## src/rtl/cff_pkg.sv

```systemverilog
// Package: shared types for the fail-first truncation unit.
// Assumes the five-bit mode word layout described in the brief.
package cff_pkg;

    // Fail-first variant carried in the top two mode bits
    typedef enum logic [1:0] {
        FF_NONE = 2'b00,
        FF_EXCL = 2'b01,
        FF_INCL = 2'b10,
        FF_RSVD = 2'b11
    } ff_kind_e;

    // Decoded run configuration, captured at start
    typedef struct packed {
        ff_kind_e   kind;
        logic       inv;
        logic [1:0] sel;
        logic       op5;
    } ff_cfg_t;

    localparam int unsigned FIELD_W = 4;

endpackage

```

## src/rtl/cff_mode_decode.sv

```systemverilog
// Module: cff_mode_decode
// Splits the raw mode word and operand-mode flag into a configuration
// struct. Purely combinational; assumes mode bits are stable at start.
module cff_mode_decode
    import cff_pkg::*;
(
    input  logic [4:0] mode_i,
    input  logic       op5_i,
    output ff_cfg_t    cfg_o,
    output logic       test_en_o
);

    // Unpack the fields into the configuration struct
    always_comb begin
        cfg_o.kind = ff_kind_e'(mode_i[4:3]);
        cfg_o.inv  = mode_i[2];
        cfg_o.sel  = mode_i[1:0];
        cfg_o.op5  = op5_i;
    end

    // Only the two defined variants enable the condition test
    always_comb begin
        unique case (ff_kind_e'(mode_i[4:3]))
            FF_EXCL, FF_INCL: test_en_o = 1'b1;
            default:          test_en_o = 1'b0;
        endcase
    end

endmodule

```

## src/rtl/cff_test_eval.sv

```systemverilog
// Module: cff_test_eval
// Picks the bit to test from the element result and compares it with the
// invert control. Combinational. Field bit order: [3]=LT ... [0]=SO, so
// selector value s reads field bit (FIELD_W-1-s).
module cff_test_eval
    import cff_pkg::*;
#(
    parameter int unsigned FW = FIELD_W
) (
    input  ff_cfg_t         cfg_i,
    input  logic            test_en_i,
    input  logic [FW-1:0]   field_i,
    input  logic            bit_i,
    output logic            pass_o
);

    localparam int unsigned SEL_W = $clog2(FW);

    logic [FW-1:0] ordered;
    logic          tested;

    // Reverse the field so the selector indexes it directly
    genvar g;
    generate
        for (g = 0; g < int'(FW); g++) begin : g_order
            assign ordered[g] = field_i[FW-1-g];
        end
    endgenerate

    // Choose between the single produced bit and the selected field bit
    always_comb begin
        if (cfg_i.op5) begin
            tested = bit_i;
        end else begin
            tested = ordered[cfg_i.sel[SEL_W-1:0]];
        end
    end

    // Pass when the tested bit matches the invert control, or when testing is off
    always_comb begin
        if (!test_en_i) begin
            pass_o = 1'b1;
        end else begin
            pass_o = (tested == cfg_i.inv);
        end
    end

endmodule

```

## src/rtl/cff_seq.sv

```systemverilog
// Module: cff_seq
// Run sequencer: captures length and configuration on an idle start,
// steps the element index on each passing element, and ends the run on
// the first failure or after the last element. Assumes pass_i is valid
// whenever elem_valid_i is high during a run.
module cff_seq
    import cff_pkg::*;
#(
    parameter int unsigned VL_W = 7
) (
    input  logic            clk,
    input  logic            rst_n,
    input  logic            start_i,
    input  logic [VL_W-1:0] vl_i,
    input  ff_cfg_t         cfg_d_i,
    input  logic            test_en_d_i,
    input  logic            elem_valid_i,
    input  logic            pass_i,
    output ff_cfg_t         cfg_q_o,
    output logic            test_en_q_o,
    output logic            busy_o,
    output logic            done_o,
    output logic [VL_W-1:0] vl_o,
    output logic [VL_W-1:0] idx_o,
    output logic            store_en_o
);

    localparam logic [VL_W-1:0] ONE = VL_W'(1);

    logic [VL_W-1:0] vl_q;
    logic [VL_W-1:0] idx_q;
    logic [VL_W-1:0] idx_nxt;
    logic            busy_q;
    logic            accept;
    logic            is_last;
    logic            fail;
    logic            start_ok;

    // Derived strobes for this cycle
    always_comb begin
        accept   = busy_q && elem_valid_i;
        idx_nxt  = idx_q + ONE;
        is_last  = (idx_nxt == vl_q);
        fail     = accept && !pass_i;
        start_ok = start_i && !busy_q;
    end

    // Run state: busy flag, index and captured length
    always_ff @(posedge clk) begin
        if (!rst_n) begin
            busy_q <= 1'b0;
            idx_q  <= '0;
            vl_q   <= '0;
        end else if (start_ok) begin
            busy_q <= (vl_i != '0);
            idx_q  <= '0;
            vl_q   <= vl_i;
        end else if (fail) begin
            busy_q <= 1'b0;
        end else if (accept) begin
            if (is_last) begin
                busy_q <= 1'b0;
            end else begin
                idx_q <= idx_nxt;
            end
        end
    end

    // Configuration captured at an accepted start
    always_ff @(posedge clk) begin
        if (!rst_n) begin
            cfg_q_o     <= '0;
            test_en_q_o <= 1'b0;
        end else if (start_ok) begin
            cfg_q_o     <= cfg_d_i;
            test_en_q_o <= test_en_d_i;
        end
    end

    // Result length and one-cycle done pulse
    always_ff @(posedge clk) begin
        if (!rst_n) begin
            done_o <= 1'b0;
            vl_o   <= '0;
        end else begin
            done_o <= 1'b0;
            if (start_ok && (vl_i == '0)) begin
                done_o <= 1'b1;
                vl_o   <= '0;
            end else if (fail) begin
                done_o <= 1'b1;
                vl_o   <= (cfg_q_o.kind == FF_INCL) ? idx_nxt : idx_q;
            end else if (accept && is_last) begin
                done_o <= 1'b1;
                vl_o   <= vl_q;
            end
        end
    end

    // Outputs visible to the element stream
    always_comb begin
        busy_o     = busy_q;
        idx_o      = idx_q;
        store_en_o = accept && pass_i;
    end

endmodule

```

## src/rtl/cff_trunc_unit.sv

```systemverilog
// Module: cff_trunc_unit
// Top of the fail-first truncation unit: decodes the mode word, evaluates
// each element's condition test against the captured configuration and
// sequences the run. One element may be accepted per cycle.
module cff_trunc_unit
    import cff_pkg::*;
#(
    parameter int unsigned VL_W = 7
) (
    input  logic            clk,
    input  logic            rst_n,
    input  logic            start_i,
    input  logic [VL_W-1:0] vl_i,
    input  logic [4:0]      mode_i,
    input  logic            op5_i,
    input  logic            elem_valid_i,
    input  logic [3:0]      elem_field_i,
    input  logic            elem_bit_i,
    output logic            busy_o,
    output logic [VL_W-1:0] elem_idx_o,
    output logic            store_en_o,
    output logic [VL_W-1:0] vl_o,
    output logic            done_o
);

    ff_cfg_t cfg_d;
    ff_cfg_t cfg_q;
    logic    test_en_d;
    logic    test_en_q;
    logic    pass;

    // Decode the raw mode word
    cff_mode_decode u_dec (
        .mode_i    (mode_i),
        .op5_i     (op5_i),
        .cfg_o     (cfg_d),
        .test_en_o (test_en_d)
    );

    // Evaluate the condition test with the captured configuration
    cff_test_eval #(.FW(FIELD_W)) u_eval (
        .cfg_i     (cfg_q),
        .test_en_i (test_en_q),
        .field_i   (elem_field_i),
        .bit_i     (elem_bit_i),
        .pass_o    (pass)
    );

    // Sequence the run
    cff_seq #(.VL_W(VL_W)) u_seq (
        .clk          (clk),
        .rst_n        (rst_n),
        .start_i      (start_i),
        .vl_i         (vl_i),
        .cfg_d_i      (cfg_d),
        .test_en_d_i  (test_en_d),
        .elem_valid_i (elem_valid_i),
        .pass_i       (pass),
        .cfg_q_o      (cfg_q),
        .test_en_q_o  (test_en_q),
        .busy_o       (busy_o),
        .done_o       (done_o),
        .vl_o         (vl_o),
        .idx_o        (elem_idx_o),
        .store_en_o   (store_en_o)
    );

endmodule

```

## config.mk

```make
export PLATFORM = sky130hd
export DESIGN_NAME = cff_trunc_unit
export DESIGN_NICKNAME = d
export VERILOG_FILES = /design/src/rtl/cff_pkg.sv /design/src/rtl/cff_mode_decode.sv /design/src/rtl/cff_test_eval.sv /design/src/rtl/cff_seq.sv /design/src/rtl/cff_trunc_unit.sv
export SDC_FILE = /design/constraint.sdc
export NUM_CORES = 1
export LEC_CHECK = 0
export BUFFER_PORTS_ARGS = -buffer_cell sky130_fd_sc_hd__buf_4
export CORE_MARGIN = 2
export CORE_UTILIZATION = 30
export CTS_CLUSTER_DIAMETER = 30
export CTS_CLUSTER_SIZE = 10
export DETAILED_ROUTE_END_ITERATION = 8
export SYNTH_ARGS = -nofsm -noshare
export SYNTH_HDL_FRONTEND = slang
export SYNTH_SLANG_ARGS = --single-unit
```

## constraint.sdc

```tcl
create_clock -name clk -period 2.8 [get_ports clk]
set_clock_uncertainty 0.1 [all_clocks]
set_input_delay 0.28 -clock clk [delete_from_list [all_inputs] [get_ports clk]]
set_output_delay 0.28 -clock clk [all_outputs]
set_load 0.02 [all_outputs]
```

After elaboration in Yosys (flattened, before gate mapping)
Index checks and enable logic that the tools add are counted.

Add/subtract/negate cells: 1. Order comparisons: 1. Equal/unequal tests: 5. Muxes and demuxes: 15. Bitwise logic cells: 3. Reduce and logical (&&, ||, !) cells: 18.

Operators with widths (number): two-way mux 7 bit (3); two-way mux 1 bit (11); adder 7 x 1 -> 7 bit (second input constant) (1); equality test 7 bit (1); zero test 7 bit (1); nonzero test 7 bit (1); logical AND 1 bit (6); nonzero test 3 bit (2); OR reduction 2 bit (3); equality test 2 bit (second input constant) (2); less-than comparator 2 x 3 -> 1 bit (second input constant) (1); inverter 1 bit (3); AND reduction 3 bit (1); binary-select mux 1 bit (select 2 bit) (1); equality test 2 x 1 -> 1 bit (second input constant) (1); zero test 1 bit (2); AND reduction 2 bit (1); nonzero test 2 bit (1); equality test 1 bit (1).

Register bits after elaboration: 30. Bits of input ports: 22. Output and inout port bits: 17. Logic and storage cells: 53.

Logic depth before layout (Yosys ltp)
Word-level depth: 9. Depth in mapped cells: 7. Mapped depth without buffers: 7.

By module
A second synthesis with hierarchy kept.

Cell total of the unflattened synthesis: 214. Area, all modules: 1809.2 sq um.

By module, submodules not included: cff_seq (times used 1, cells each 194, area an instance 1657.8 sq um, sequential area each 600.6 sq um); cff_test_eval (times used 1, cells each 13, area an instance 97.6 sq um, sequential area each 0.0 sq um); cff_mode_decode (times used 1, cells each 7, area an instance 53.8 sq um, sequential area each 0.0 sq um).

Least setup slack after synthesis
OpenSTA, ideal clock, no wires.

Path type: register to register. Start point: register u_seq.idx_q[1] (netlist: u_seq.idx_o[1]). End point: register u_seq.vl_o[2]. Setup time: 0.086 ns. Arrival: 2.298 ns. Data required time: 2.614 ns. Slack: 0.317 ns. Cell stages (with the launch flop): 8. Path buffers: 0. Period minus slack after synthesis: 2.483 ns. Cell sequence: dfxtp_1 > ha_1 > nand3_1 > xnor2_1 > nor4_2 > nand4_2 > mux2i_1 > a211oi_1.

Longest elaborated chain between the ends: 4. Elaborated cells on any way between the ends: 6. Those cells by class: 1 x add/sub; 1 x eq/ne; 2 x mux; 2 x reduce/logical.

RTL lines: start: declaration (RTL line cff_seq.sv:31) `logic [VL_W-1:0] idx_q;`; start signal: assignment (RTL line cff_seq.sv:64) `idx_q <= idx_nxt;`; adder 7 x 1 -> 7 bit * (RTL line cff_seq.sv:42) `idx_nxt = idx_q + ONE;`; equality test 7 bit (RTL line cff_seq.sv:43) `is_last = (idx_nxt == vl_q);`; logical AND 1 bit (RTL line cff_seq.sv:93) `end else if (accept && is_last) begin`; nonzero test 2 bit (no line); end signal: assignment (RTL line cff_seq.sv:92) `vl_o <= (cfg_q_o.kind == FF_INCL) ? idx_nxt : idx_q;`; end signal: assignment (RTL line cff_seq.sv:95) `vl_o <= vl_q;`; end: declaration (RTL line cff_seq.sv:23) `output logic [VL_W-1:0] vl_o,`.

Mark *: on every way between the ends. The rest lies on a longest branch, timed or not. A chain may end at the register's enable or synchronous reset.

Worst setup path after layout
Same ends and word-level chain as after synthesis.

==> impl_metrics.json <==
{
  "cts-buffers-inserted": 5,
  "drcViolationCount": 0,
  "cpMaxStageDelayCell": "nor4_2",
  "fin_nets": 260,
  "status": "complete, no violations",
  "tightest_slew_ns": 0.561,
  "clock_power_share_pct": 36.3,
  "vias": 1487,
  "drive_above_1_share_pct": 25.2,
  "rows": 27,
  "core_area_sq_um": 5440,
  "cts_sinks": 30,
  "grt-ovfl-total": 0,
  "syn_nets": 223,
  "max_stage_delay_ns": 0.48,
  "slew_violations": 0,
  "cts_tree": "done",
  "portBuffers": 38,
  "syn-mean-instance-area_sq_um": 8.36,
  "ctsLongestPathBuffers": 2,
  "seqPwrFrac_pct": 46.6,
  "fin_util_pct": 39.0,
  "post-route-period-util_pct": 89.4,
  "io_pins": 39,
  "p_switching_w": 0.000282,
  "r2r-end": "u_seq.vl_o[2]$_SDFFE_PP0P_",
  "p_per_area_nw_per_um2": 475,
  "cts_resized": 0,
  "cp_cell_sequence": "ha_1, nand3_1, xnor2_1, nor4_2, nand4_2, mux2i_1, a211oi_1",
  "fillerInstances": 561,
  "grt_pass1_vias": 1387,
  "r2r_start": "u_seq.idx_o[1]$_SDFFE_PP0P_",
  "grt_first_pass_wirelength_um": 6620,
  "fin_ws_ns": 0.297,
  "diodes": 0,
  "relSlewSlack_pct": 62.3,
  "yosys_warnings": 0,
  "netlist_area_sq_um": 1670,
  "preCtsSetupSlack_ns": 0.295,
  "hold_path.class": "primary input to flop",
  "yosysSeqAreaShare_pct": 35.9,
  "clk_pin_slew_worst_paths_ns": 0.07,
  "whs_endpoint": "u_seq.cfg_q_o[0]$_SDFFE_PN0P_",
  "peakVddDrop_mv": 0.256,
  "timing.fmax_ghz": 0.399,
  "die_area_sq_um": 6190,
  "timing.final.crit_period_ns": 2.50,
  "wl_per_cell_um": 13.0,
  "swShare_pct": 28.0,
  "p_int_w": 0.000726,
  "drtPass1Iterations": 4,
  "syn_to_final_growth_pct": 26.9,
  "final_cell_mix": "buf_4 (42), nand2_1 (36), dfxtp_1 (30)",
  "crit_path_end_kind": "flop",
  "clockRootBuffer": "clkbuf_8",
  "hold_start": "op5_i",
  "wirelength_um": 4020,
  "worstHoldPathCells": 3,
  "clk_latency_ns": 0.29,
  "antenna_found_initial": 0,
  "finalPower_w": 0.00101,
  "synth_seq_cells": 30,
  "h-tree-depth": 2,
  "cts-hold-fix-buffers": 0,
  "maxCapViolCount": 0,
  "ant_nets": 0,
  "p_leak_nw": 0.905,
  "rsz0062_at_grt": "no",
  "postSynthCellCount": 200,
  "final_common_cell": "buf_4",
  "worstPathMaxFanout": 8,
  "chipWidth_um": 78.7,
  "tns_ns": 0,
  "worstSetupPathType": "flop to flop",
  "globalplace.congestion": 0.835,
  "hold_viol": 0,
  "cp.arrival_ns": 2.60,
  "post_cts_buffers": 0,
  "critical_path_required_ns": 2.90,
  "vias_per_cell": 4.80,
  "grtUsageTotal_pct": 13.6,
  "start_util_pct": 30.8,
  "r2r_slack_ns": 0.30,
  "dp.cells": 302,
  "dpl.hpwl_um": 2980,
  "cp-start-kind": "flop",
  "synth_cell_types": 37,
  "path_delay_family": "simple AND/OR/NAND/NOR gates",
  "fp.dieH_um": 78.7,
  "setup_violations": 0,
  "first_iter_violations": 59,
  "grt_max_degree": 24,
  "crit_buf_inv": 0,
  "instances_no_fill": 310,
  "r2r_cells": 7,
  "p_comb_share_pct": 17.2
}
==> sequential cells by signal, summed over array words and instances, names as in the netlist <==
register / cells
u_seq.cfg_q_o: 6
u_seq.test_en_q_o: 1
u_seq.vl_q: 7
u_seq.vl_o: 7
u_seq.busy_o: 1
u_seq.idx_o: 7
u_seq.done_o: 1
==> cell usage after synthesis (all sizes together) <==
cell      n  area share [%]
nand2    36             8.1
dfxtp    30              36
nor2     19             4.3
a21boi   13             5.8
xnor2    11             5.8
nand3    10             3.0
a211oi    9             4.8
clkbuf    8             1.8
mux2i     8             4.8
xor2      8             4.2
buf       4             1.2
nand2b    4             1.5
nor2b     4             1.5
nor3      4             1.2
o21ai     4             1.2
mux2      3             2.2
nor4      3             1.9
a21oi     2            0.60
a31o      2             1.0
a31oi     2            0.75
nor3b     2            0.90
o2111ai   2             1.0
or4b      2             1.2
and3      1            0.37
ha        1            0.75
inv       1            0.22
nand4     1            0.75
nand4b    1            0.52
nand4bb   1            0.97
o211a     1            0.60
o21a      1            0.45
o22ai     1            0.37
or2       1            0.37
==> area by class of cell <==
type / count / area, sq um / share of cell area [%]
Tap cell: 72 / 90.1 / 4.24
Timing Repair Buffer: 42 / 315 / 14.8
Inverter: 1 / 3.75 / 0.177
Multi-Input combinational cell: 157 / 1020 / 48.0
Clock buffer: 6 / 82.6 / 3.89
Sequential cell: 30 / 601 / 28.3
Clock inverter: 2 / 12.5 / 0.589
==> per-layer routing <==
metal  wire [um]  share of wire, %  track usage [%]
met1        2020                50             17.4
met2        1750                43             21.5
met3         206               5.1             4.14
met4          55               1.4             5.09
met5           0                 0                0
==> kinds of logic after synthesis <==
| logic type | after synthesis | share of synthesized area, % |
|---|---|---|
| and+or+nand+nor | 89 | 26.5 |
| AOI/OAI and AO/OA | 37 | 16.7 |
| DFF | 30 | 35.9 |
| xor gates and xnor gates | 19 | 9.95 |
| buffers and inverters | 13 | 3.22 |
| muxes | 11 | 7.03 |
| adders and majority gates | 1 | 0.748 |
==> power groups by stage <==
stage               sequential, W  clock [W]  combinational, W
floorplan                0.000482          0          0.000104
global placement         0.000479          0          0.000173
detailed placement       0.000479          0          0.000174
CTS                      0.000470   0.000381          0.000175
global route             0.000472   0.000397          0.000189
finish                   0.000470   0.000366          0.000173
==> tightest hold or removal path: cells and delay by family <==
kind | cells | cell delay (ns)
compound gates | 1 | 0.06
buf+inv | 1 | 0.11
simple gates | 1 | 0.04
==> worst max path at each step <==
stage	start	end	slack [ns]	cells after the start
floorplan	u_seq.idx_o[1]$_SDFFE_PP0P_	u_seq.vl_o[2]$_SDFFE_PP0P_	0.32	7
global placement	u_seq.idx_o[2]$_SDFFE_PP0P_	u_seq.vl_o[3]$_SDFFE_PP0P_	0.38	6
detailed placement	u_seq.idx_o[1]$_SDFFE_PP0P_	u_seq.vl_o[6]$_SDFFE_PP0P_	0.29	7
CTS	u_seq.idx_o[1]$_SDFFE_PP0P_	u_seq.vl_o[2]$_SDFFE_PP0P_	0.28	7
global route	u_seq.idx_o[1]$_SDFFE_PP0P_	u_seq.vl_o[3]$_SDFFE_PP0P_	0.05	7
finish	u_seq.idx_o[1]$_SDFFE_PP0P_	u_seq.vl_o[2]$_SDFFE_PP0P_	0.30	7
==> stage by stage <==
step	hold WS [ns]	area, sq um
floorplan	0.325	1670
global placement	0.350	2030
detailed placement	0.356	2030
CTS	0.144	2120
global route	0.164	2120
finish	0.151	2120
Power figures use the tool's default switching activity.
